===== src/rtl/rtc_cal_pkg.sv =====
package rtc_cal_pkg;
  localparam int NUM_FIELDS = 7;
  localparam int IDX_SEC    = 0;
  localparam int IDX_MIN    = 1;
  localparam int IDX_HOUR   = 2;
  localparam int IDX_DAY    = 3;
  localparam int IDX_DATE   = 4;
  localparam int IDX_MONTH  = 5;
  localparam int IDX_YEAR   = 6;

  typedef logic [7:0] bcd8_t;

  function automatic bcd8_t bcd_inc(bcd8_t v);
    if (v[3:0] == 4'd9) return {v[7:4] + 4'd1, 4'd0};
    return {v[7:4], v[3:0] + 4'd1};
  endfunction

  // tens even: units 0/4/8; tens odd: units 2/6
  function automatic logic year_is_leap(bcd8_t y);
    return y[1:0] == {y[4], 1'b0};
  endfunction

  function automatic bcd8_t month_last_date(bcd8_t m, logic leap);
    case (m)
      8'h02:                      return leap ? 8'h29 : 8'h28;
      8'h04, 8'h06, 8'h09, 8'h11: return 8'h30;
      default:                    return 8'h31;
    endcase
  endfunction

  function automatic bcd8_t field_lo(int i);
    return (i == IDX_DAY || i == IDX_DATE || i == IDX_MONTH) ? 8'h01 : 8'h00;
  endfunction

  function automatic bcd8_t field_hi(int i);
    case (i)
      IDX_SEC, IDX_MIN: return 8'h59;
      IDX_HOUR:         return 8'h23;
      IDX_DAY:          return 8'h07;
      IDX_DATE:         return 8'h31;
      IDX_MONTH:        return 8'h12;
      default:          return 8'h99;
    endcase
  endfunction

  function automatic bcd8_t field_mask(int i);
    case (i)
      IDX_SEC, IDX_MIN: return 8'h7F;
      IDX_HOUR:         return 8'h3F;
      IDX_DAY:          return 8'h07;
      IDX_DATE:         return 8'h3F;
      IDX_MONTH:        return 8'h1F;
      default:          return 8'hFF;
    endcase
  endfunction
endpackage


===== src/rtl/rtc_sec_phase.sv =====
module rtc_sec_phase #(
  parameter int STEPS_PER_SEC = 4
) (
  input  logic clk_i,
  input  logic rst_ni,
  input  logic step_i,
  input  logic clear_i,
  output logic due_o
);
  localparam int PW = (STEPS_PER_SEC > 1) ? $clog2(STEPS_PER_SEC) : 1;
  localparam logic [PW-1:0] LAST = PW'(STEPS_PER_SEC - 1);

  logic [PW-1:0] ph_q;
  logic          due_q;

  always_ff @(posedge clk_i or negedge rst_ni) begin
    if (!rst_ni) begin
      ph_q  <= '0;
      due_q <= 1'b0;
    end else if (clear_i) begin
      ph_q  <= '0;
      due_q <= 1'b0;
    end else begin
      due_q <= step_i && (ph_q == LAST);
      if (step_i) ph_q <= (ph_q == LAST) ? '0 : ph_q + 1'b1;
    end
  end

  assign due_o = due_q;
endmodule


===== src/rtl/rtc_bcd_field.sv =====
module rtc_bcd_field
  import rtc_cal_pkg::*;
(
  input  bcd8_t value_i,
  input  bcd8_t lo_i,
  input  bcd8_t hi_i,
  output bcd8_t next_o,
  output logic  wrap_o
);
  // >= so an out-of-range value (e.g. date past month end) still wraps
  assign wrap_o = (value_i >= hi_i);
  assign next_o = wrap_o ? lo_i : bcd_inc(value_i);
endmodule


===== src/rtl/rtc_month_end.sv =====
module rtc_month_end
  import rtc_cal_pkg::*;
(
  input  bcd8_t month_i,
  input  bcd8_t year_i,
  output bcd8_t last_o
);
  assign last_o = month_last_date(month_i, year_is_leap(year_i));
endmodule


===== src/rtl/rtc_bcd_calendar.sv =====
module rtc_bcd_calendar
  import rtc_cal_pkg::*;
#(
  parameter int STEPS_PER_SEC = 4
) (
  input  logic       clk_i,
  input  logic       rst_ni,
  input  logic       step_i,
  input  logic       load_i,
  input  logic [7:0] load_sec_i,
  input  logic [7:0] load_min_i,
  input  logic [7:0] load_hour_i,
  input  logic [7:0] load_day_i,
  input  logic [7:0] load_date_i,
  input  logic [7:0] load_month_i,
  input  logic [7:0] load_year_i,
  output logic [7:0] sec_o,
  output logic [7:0] min_o,
  output logic [7:0] hour_o,
  output logic [7:0] day_o,
  output logic [7:0] date_o,
  output logic [7:0] month_o,
  output logic [7:0] year_o,
  output logic       busy_o
);
  bcd8_t fld_q  [NUM_FIELDS];
  bcd8_t ld_w   [NUM_FIELDS];
  bcd8_t next_w [NUM_FIELDS];
  bcd8_t hi_w   [NUM_FIELDS];
  logic  wrap_w [NUM_FIELDS];
  logic  en_w   [NUM_FIELDS];
  logic  stop_q;
  logic  due_w;
  bcd8_t last_w;
  logic  unused_wrap;

  assign ld_w[IDX_SEC]   = load_sec_i;
  assign ld_w[IDX_MIN]   = load_min_i;
  assign ld_w[IDX_HOUR]  = load_hour_i;
  assign ld_w[IDX_DAY]   = load_day_i;
  assign ld_w[IDX_DATE]  = load_date_i;
  assign ld_w[IDX_MONTH] = load_month_i;
  assign ld_w[IDX_YEAR]  = load_year_i;

  rtc_sec_phase #(.STEPS_PER_SEC(STEPS_PER_SEC)) i_phase (
    .clk_i  (clk_i),
    .rst_ni (rst_ni),
    .step_i (step_i),
    .clear_i(load_i | stop_q),
    .due_o  (due_w)
  );

  rtc_month_end i_month_end (
    .month_i(fld_q[IDX_MONTH]),
    .year_i (fld_q[IDX_YEAR]),
    .last_o (last_w)
  );

  for (genvar i = 0; i < NUM_FIELDS; i++) begin : g_fld
    if (i == IDX_DATE) begin : g_hi_date
      assign hi_w[i] = last_w;
    end else begin : g_hi_fix
      assign hi_w[i] = field_hi(i);
    end

    // day and date both take the hour carry
    if (i == 0) begin : g_en_sec
      assign en_w[i] = due_w;
    end else if (i == IDX_DATE) begin : g_en_date
      assign en_w[i] = en_w[i-1];
    end else begin : g_en_chain
      assign en_w[i] = en_w[i-1] & wrap_w[i-1];
    end

    rtc_bcd_field i_field (
      .value_i(fld_q[i]),
      .lo_i   (field_lo(i)),
      .hi_i   (hi_w[i]),
      .next_o (next_w[i]),
      .wrap_o (wrap_w[i])
    );

    always_ff @(posedge clk_i or negedge rst_ni) begin
      if (!rst_ni)       fld_q[i] <= field_lo(i);
      else if (load_i)   fld_q[i] <= ld_w[i] & field_mask(i);
      else if (en_w[i])  fld_q[i] <= next_w[i];
    end
  end

  assign unused_wrap = wrap_w[IDX_DAY] ^ wrap_w[IDX_YEAR];

  always_ff @(posedge clk_i or negedge rst_ni) begin
    if (!rst_ni)     stop_q <= 1'b1;
    else if (load_i) stop_q <= load_sec_i[7];
  end

  assign sec_o   = {stop_q, fld_q[IDX_SEC][6:0]};
  assign min_o   = fld_q[IDX_MIN];
  assign hour_o  = fld_q[IDX_HOUR];
  assign day_o   = fld_q[IDX_DAY];
  assign date_o  = fld_q[IDX_DATE];
  assign month_o = fld_q[IDX_MONTH];
  assign year_o  = fld_q[IDX_YEAR];
  assign busy_o  = due_w;
endmodule


===== config.mk =====
export PLATFORM = sky130hd
export DESIGN_NAME = rtc_bcd_calendar
export DESIGN_NICKNAME = d
export VERILOG_FILES = /design/src/rtl/rtc_cal_pkg.sv /design/src/rtl/rtc_sec_phase.sv /design/src/rtl/rtc_bcd_field.sv /design/src/rtl/rtc_month_end.sv /design/src/rtl/rtc_bcd_calendar.sv
export SDC_FILE = /design/constraint.sdc
export NUM_CORES = 1
export LEC_CHECK = 0
export BUFFER_PORTS_ARGS = -buffer_cell sky130_fd_sc_hd__buf_4
export CAP_MARGIN = 10
export CORE_MARGIN = 3
export CORE_UTILIZATION = 45
export DETAILED_ROUTE_END_ITERATION = 6
export GPL_TIMING_DRIVEN = 0
export PLACE_DENSITY = 0.7
export SLEW_MARGIN = 20
export SYNTH_ARGS = -nofsm -noshare
export SYNTH_HDL_FRONTEND = slang
export SYNTH_SLANG_ARGS = --single-unit
export TNS_END_PERCENT = 30

===== constraint.sdc =====
create_clock -name clk_i -period 6.9 [get_ports clk_i]
set_input_delay 0.345 -clock clk_i [delete_from_list [all_inputs] [get_ports clk_i]]
set_output_delay 0.345 -clock clk_i [all_outputs]
set_load 0.03 [all_outputs]

==> impl_metrics.py, run 1 <==
metrics = {
    "floorplan": {
        "die_w_um": 103,
        "core-area_um2": 8890,
        "die_height_um": 103,
        "pin_count": 117,
        "start_util_pct": 47.4,
        "rows": 34,
        "die_area_um2": 10600,
    },
    "sta": {
        "finalSetupTns_ns": 0,
        "setup_viol": 0,
        "rsz0062_at_grt": "false",
        "slew_violations": 0,
        "fin_skew_ns": 0.00901,
        "finalHoldViolations": 0,
        "relSlewSlack_pct": 30.0,
        "setup_ws_ns": 3.40,
        "layout_min_cycle_time_ns": 3.50,
        "worstMarginPinSlew_ns": 1.05,
        "fin_crit_sh_pct": 50.8,
        "max_freq_mhz": 285,
    },
    "synth": {
        "syn_avg_cell_area_um2": 8.95,
        "synth_top_area_cell": "dfrtp_1",
        "synthDistinctLibCells": 65,
        "netlist_instances": 471,
        "muxShareOfSynthArea_pct": 0.980,
        "ys_seq_area_share_pct": 35.7,
        "yosysWarnings": 0,
        "synth_seq_cells": 60,
        "syn_nets": 556,
        "synth-xor-area-share_pct": 0.624,
        "synthAdderAreaFrac_pct": 7.42,
        "ys_async_sr_fraction_pct": 100,
        "synthTopCellsByArea": "dfrtp_1 33%, buf_4 10%, ha_1 7.4%",
        "synth_compound_area_share_pct": 24.3,
        "synth_common_cells": "57 x buf_4, 56 x dfrtp_1, 34 x nand2_1",
        "synthFlopType": "dfrtp_1",
        "yosys.area.top_type_share_pct": 33.3,
        "syn-cell-area_um2": 4210,
        "yosysMostFrequentCell": "buf_4",
        "synth_edf_count": 0,
        "synthSimpleGateAreaFrac_pct": 16.4,
        "synth_top_family_by_area": "compound AO/OA/AOI/OAI gates",
    },
    "clock_network": {
        "cts_setup_buffers": 0,
        "holdBufCountCts": 0,
        "htreeDepth": 3,
        "cts.sinks": 60,
        "clockBufferDepth": 2,
        "cts_inserted_buffers": 9,
        "clk_pin_slew_worst_paths_ns": 0.07,
        "clk_latency_ns": 0.34,
        "ctsResizeCount": 0,
        "cts_tree": "built",
        "root_buffer": "clkbuf_8",
    },
    "placement": {
        "place_inst": 682,
        "routabilityCongestion": 0.822,
        "io_buffers": 103,
        "pre_cts_ws_ns": 3.45,
        "dpl.hpwl_mm": 8.11,
    },
    "drt": {
        "top_layer_used": "met4",
        "initialDrtViolationCount": 212,
        "drt_pass1_iterations": 4,
        "routed_wirelength_mm": 11.0,
        "met3_length_um": 631,
        "ant_nets": 0,
        "via_per_inst": 5.57,
        "wl_met2_mm": 5.32,
        "wl_met1_mm": 4.88,
        "routedWlPerCell_um": 15.8,
        "route.vias.total": 3890,
        "drc_errors": 0,
    },
    "power": {
        "fin_total_pwr_uw": 1560,
        "p_leak_uw": 0.00256,
        "p_per_area_nw_per_um2": 293,
        "ir_drop_uv": 130,
    },
    "final_layout": {
        "fill_cells": 779,
        "multiInputGateArea_um2": 2100,
        "layout-drive-gt1-share_pct": 33.4,
        "fin_nets": 670,
        "regArea_um2": 1510,
        "instances_no_fill": 698,
        "diodes": 0,
        "area_growth_pct": 26.4,
    },
    "global_routing": {
        "grt_max_degree": 61,
        "gr-usage-all-layers_pct": 21.5,
        "grt-ovfl-total": 0,
        "grt_antenna_before_repair": 0,
        "grt_pass1_wl_mm": 17.8,
        "grt_pass1_vias": 3650,
    },
    "critical_path": {
        "worstPathMaxFanout": 10,
        "cp.arrival_ns": 3.69,
        "crit_type": "register to register",
        "start_kind": "register",
        "critPathRequiredTime_ns": 7.09,
        "endpoint_kind": "register",
    },
    "status": {
        "status": "completed",
    },
    "hold_path": {
        "hold_class": "input pin to asynchronous set/reset pin",
    },
    "run": {
        "maxCapViolCount": 0,
    },
}
## where the power goes
part | switching, uW | internal (uW) | leakage [uW]
sequential | 101 | 422 | 0.000749
combinational | 393 | 317 | 0.00171
clock | 143 | 185 | 0.000102
## path summary, 6_finish.rpt
kind | from | endpoint | slack (ns) | depth (start not counted)
max in group asynchronous | rst_ni | month_o[7] | 6.31 | 1
min in group clk_i | load_month_i[3] | month_o[3] | 0.23 | 2
worst min-delay path | rst_ni | min_o[5] | 0.08 | 1
worst max-delay path | month_o[0] | month_o[1] | 3.40 | 10
worst max register to register | month_o[0] | month_o[1] | 3.40 | 10
worst min register to register | date_o[6] | date_o[6] | 0.51 | 2
## critical path, stage by stage (launching register included)
cell and delay [ns]:
dfstp_2 0.55, clkbuf_1 0.33, nand2b_1 0.13, o31ai_1 0.27, a21oi_1 0.11, ha_1 0.28, nor4b_1 0.45, o211ai_2 0.25
o21ai_1 0.53, nand2b_1 0.27, o311ai_0 0.17
## cell families after synthesis
family	Yosys count
multiplexers	4
XOR/XNOR	3
AO/OA/AOI/OAI	144
adder cells (fa/ha/maj)	25
flip-flops	60
buffers and inverters	103
AND/OR/NAND/NOR	132
## layer usage
layer | up-vias | GRT usage, %
met5 | - | 0
met3 | 18 | 4.19
met1 | 1855 | 29.1
met2 | 109 | 35.3
li1 | 1908 | -
met4 | 0 | 6.27
## final cells by class
cell class / count / area share, %
inverter: 31 / 2.19
clock inverter: 4 / 0.893
buffer: 72 / 9.26
clock buffer: 12 / 2.91
timing repair buffer: 103 / 14.5
sequential: 60 / 28.3
tap: 108 / 2.54
multi-input combinational: 308 / 39.4
## cells in the final DEF, fill, tap and decap left out, drive strengths merged, types with 5 or more instances in the layout
master | Yosys | layout
buf | 67 | 170
a31oi | 5 | 5
o22ai | 7 | 7
nand2 | 34 | 34
nand3 | 17 | 17
inv | 31 | 31
nor4 | 8 | 8
o2bb2ai | 6 | 6
and2 | 6 | 6
a22oi | 5 | 5
clkbuf | 5 | 17
ha | 25 | 25
o21ai | 30 | 30
a22o | 5 | 5
o211ai | 5 | 5
nand2b | 5 | 5
o31ai | 9 | 9
nor2b | 5 | 5
dfrtp | 56 | 56
nor3b | 5 | 5
a21oi | 27 | 27
nor3 | 14 | 14
nor2 | 19 | 19
## registers in the layout, indices dropped and copies added (netlist names)
| name | count |
|---|---|
| i_phase.due_o | 1 |
| min_o | 8 |
| fld_q | 1 |
| date_o | 8 |
| year_o | 8 |
| month_o | 8 |
| sec_o | 7 |
| day_o | 8 |
| i_phase.ph_q | 2 |
| stop_q | 1 |
| hour_o | 8 |
## stage by stage
step                instance area [um^2]  util (%)  hold WS (ns)
finish                              5330      59.9        0.0798
global route                        5330      59.9         0.144
CTS                                 5330      59.9         0.108
detailed placement                  5120      57.6         0.486
global placement                    5120      57.6         0.483
floorplan                           4210         -        0.0494
Note: power is estimated with default switching activity, not from simulation.
==> inputs of run 2 (changes only) <==
Settings changed: ABC_AREA set to 1.
Clock period 6.9 ns to 3.3 ns, I/O delays scaled along.
==> run 2 against run 1 <==
  * Sequential power up 97%
  * Total power up 84%
  * Die area up 2.9%
  * Count of clock-buffer cells in the layout up 2
  * Via count up 5.2%
  * Routed wire length down 1.1%
  * Combinational power up 77%
  * Flip-flop and latch count unchanged
  * Clock skew about the same
  * Highest routed layer unchanged
==> impl_metrics.py, run 2 <==
metrics = {
    "floorplan": {
        "rows": 35,
        "start_util_pct": 46.5,
        "core-area_um2": 9330,
        "die_height_um": 104,
        "die_area_um2": 10900,
        "pin_count": 117,
        "die_w_um": 104,
    },
    "sta": {
        "fin_skew_ns": 0.00919,
        "relSlewSlack_pct": 47.7,
        "worstMarginPinSlew_ns": 0.784,
        "slew_violations": 0,
        "fin_crit_sh_pct": 84.2,
        "finalSetupTns_ns": 0,
        "layout_min_cycle_time_ns": 2.78,
        "hold_slack_ns": 0.0298,
        "finalHoldViolations": 0,
        "rsz0062_at_grt": "false",
        "max_freq_mhz": 360,
        "setup_viol": 0,
    },
    "global_routing": {
        "grt_antenna_before_repair": 0,
        "grt_pass1_wl_mm": 18.6,
        "grt_pass1_vias": 3987,
        "grt_max_degree": 61,
        "gr-usage-all-layers_pct": 20.7,
        "grt-ovfl-total": 0,
    },
    "final_layout": {
        "diodes": 0,
        "regArea_um2": 1510,
        "fin_util_pct": 58.4,
        "fin_nets": 784,
        "layout-drive-gt1-share_pct": 28.3,
        "area_growth_pct": 25.5,
        "mostFrequentLayoutCell": "nand2_1",
        "fill_cells": 882,
        "final_area_um2": 5450,
        "multiInputGateArea_um2": 2130,
        "layout_common_cells": "162 x nand2_1, 160 x buf_4, 61 x inv_1",
    },
    "drt": {
        "route.vias.total": 4094,
        "drc_errors": 0,
        "initialDrtViolationCount": 113,
        "routedWlPerCell_um": 13.1,
        "via_per_inst": 4.91,
        "routed_wirelength_mm": 10.9,
        "drt_pass1_iterations": 5,
        "ant_nets": 0,
    },
    "critical_path": {
        "crit_top_cell": "inv_1",
        "start_kind": "register",
        "worstPathMaxFanout": 8,
        "reg2reg_to": "date_o[6]",
        "crit_path_cell_trace": "inv_1 > ha_1 > nand2_1 > nor3_1 > inv_1 > a21oi_1 > a311oi_1 > ha_1 > inv_1 > nor2_1 > nand3_1 > nand3_4 > nor3_1 > nor2_4 > nand2_1 > o21ai_0",
        "critPathRequiredTime_ns": 3.51,
        "slowest_delay_ns": 0.44,
        "crit_slowest_cell": "dfrtp_1",
        "crit_type": "register to register",
        "rr_startpoint": "month_o[4]",
        "reg2reg_slack_ns": 0.52,
        "timing.reg2reg.worst_path_depth": 16,
        "cp.arrival_ns": 2.99,
        "endpoint_kind": "register",
    },
    "hold_path": {
        "hold-path-cell-count": 3,
        "hold_start": "load_sec_i[3]",
        "min_delay_worst_endpoint": "sec_o[3]",
        "hold_class": "input pin to register",
    },
    "synth": {
        "synthTopCellsByArea": "dfrtp_1 32%, nand2_1 14%, buf_4 9.9%",
        "synth_seq_cells": 60,
        "synthDistinctLibCells": 40,
        "synth_top_family_by_area": "simple AND/OR/NAND/NOR gates",
        "synth_compound_area_share_pct": 10.2,
        "synth_top_area_cell": "dfrtp_1",
        "yosys.area.top_type_share_pct": 32.3,
        "netlist_instances": 584,
        "synthFlopType": "dfrtp_1",
        "syn_avg_cell_area_um2": 7.43,
        "muxShareOfSynthArea_pct": 0,
        "ys_async_sr_fraction_pct": 100,
        "syn-cell-area_um2": 4340,
        "synthAdderAreaFrac_pct": 7.20,
        "yosysWarnings": 0,
        "synth_common_cells": "162 x nand2_1, 61 x inv_1, 57 x buf_4",
        "synth-xor-area-share_pct": 3.03,
        "ys_seq_area_share_pct": 34.7,
        "synth_edf_count": 0,
        "yosysMostFrequentCell": "nand2_1",
        "synthSimpleGateAreaFrac_pct": 28.7,
        "syn_nets": 669,
    },
    "status": {
        "status": "completed",
    },
    "clock_network": {
        "clk_latency_ns": 0.33,
        "cts_inserted_buffers": 9,
        "holdBufCountCts": 1,
        "cts_tree": "built",
        "ctsResizeCount": 0,
        "clk_pin_slew_worst_paths_ns": 0.07,
        "root_buffer": "clkbuf_8",
        "clockBufferDepth": 2,
        "cts.sinks": 60,
        "cts_setup_buffers": 0,
        "htreeDepth": 3,
    },
    "placement": {
        "io_buffers": 103,
        "place_area_um2": 5280,
        "dpl.hpwl_mm": 8.31,
        "routabilityCongestion": 0.935,
    },
    "power": {
        "p_per_area_nw_per_um2": 526,
        "ir_drop_uv": 279,
        "p_leak_uw": 0.00294,
    },
    "run": {
        "maxCapViolCount": 0,
    },
}
==> run 2: cell type report <==
| cell class | count | share of cell area, % |
|---|---|---|
| buffer | 65 | 8.56 |
| clock buffer | 14 | 2.80 |
| clock inverter | 2 | 0.184 |
| inverter | 63 | 4.34 |
| multi-input combinational | 396 | 39.1 |
| sequential | 60 | 27.6 |
| tap | 129 | 2.96 |
| timing repair buffer | 104 | 14.4 |
==> run 2: where the power goes <==
group	switching [uW]	total [uW]	internal [uW]
clock network	284	576	292
registers	169	1030	860
logic	719	1260	543
==> run 2: critical path, delay by kind of cell (launching register included) <==
family	cells	cell delay, ns
DFF	1	0.44
AOI/OAI and AO/OA	3	0.35
adders and majority gates	2	0.47
and+or+nand+nor	8	1.08
buffers and inverters	3	0.31
==> run 2: through the flow <==
step,power (uW),setup WS [ns],cells
after global routing,3080,0.223,833
after detailed placement,2300,0.512,816
after floorplan,1900,0.984,584
after global placement,2270,0.575,816
after CTS,2900,0.501,833
final,2870,0.520,833
==> run 2: worst max-delay path by stage <==
stage,slack [ns],cells after the start,startpoint,endpoint
after CTS,0.50,16,month_o[4],date_o[6]
after detailed placement,0.51,16,month_o[4],date_o[6]
after global routing,0.22,17,month_o[4],year_o[5]
final,0.52,16,month_o[4],date_o[6]
after floorplan,0.98,16,month_o[4],date_o[6]
after global placement,0.57,16,month_o[4],date_o[6]
==> run 2: logic make-up after synthesis <==
kind of cell | Yosys count
adders and majority gates | 25
AOI/OAI and AO/OA | 78
DFF | 60
buffers and inverters | 128
and+or+nand+nor | 278
xor gates and xnor gates | 15
==> run 2: layer usage <==
metal / up-vias / track usage (%) / wire, um
li1: 2049 / - / -
met1: 1907 / 27.0 / 5050
met2: 121 / 34.5 / 5080
met3: 17 / 3.79 / 583
met4: 0 / 7.31 / 194
met5: - / 0 / 0
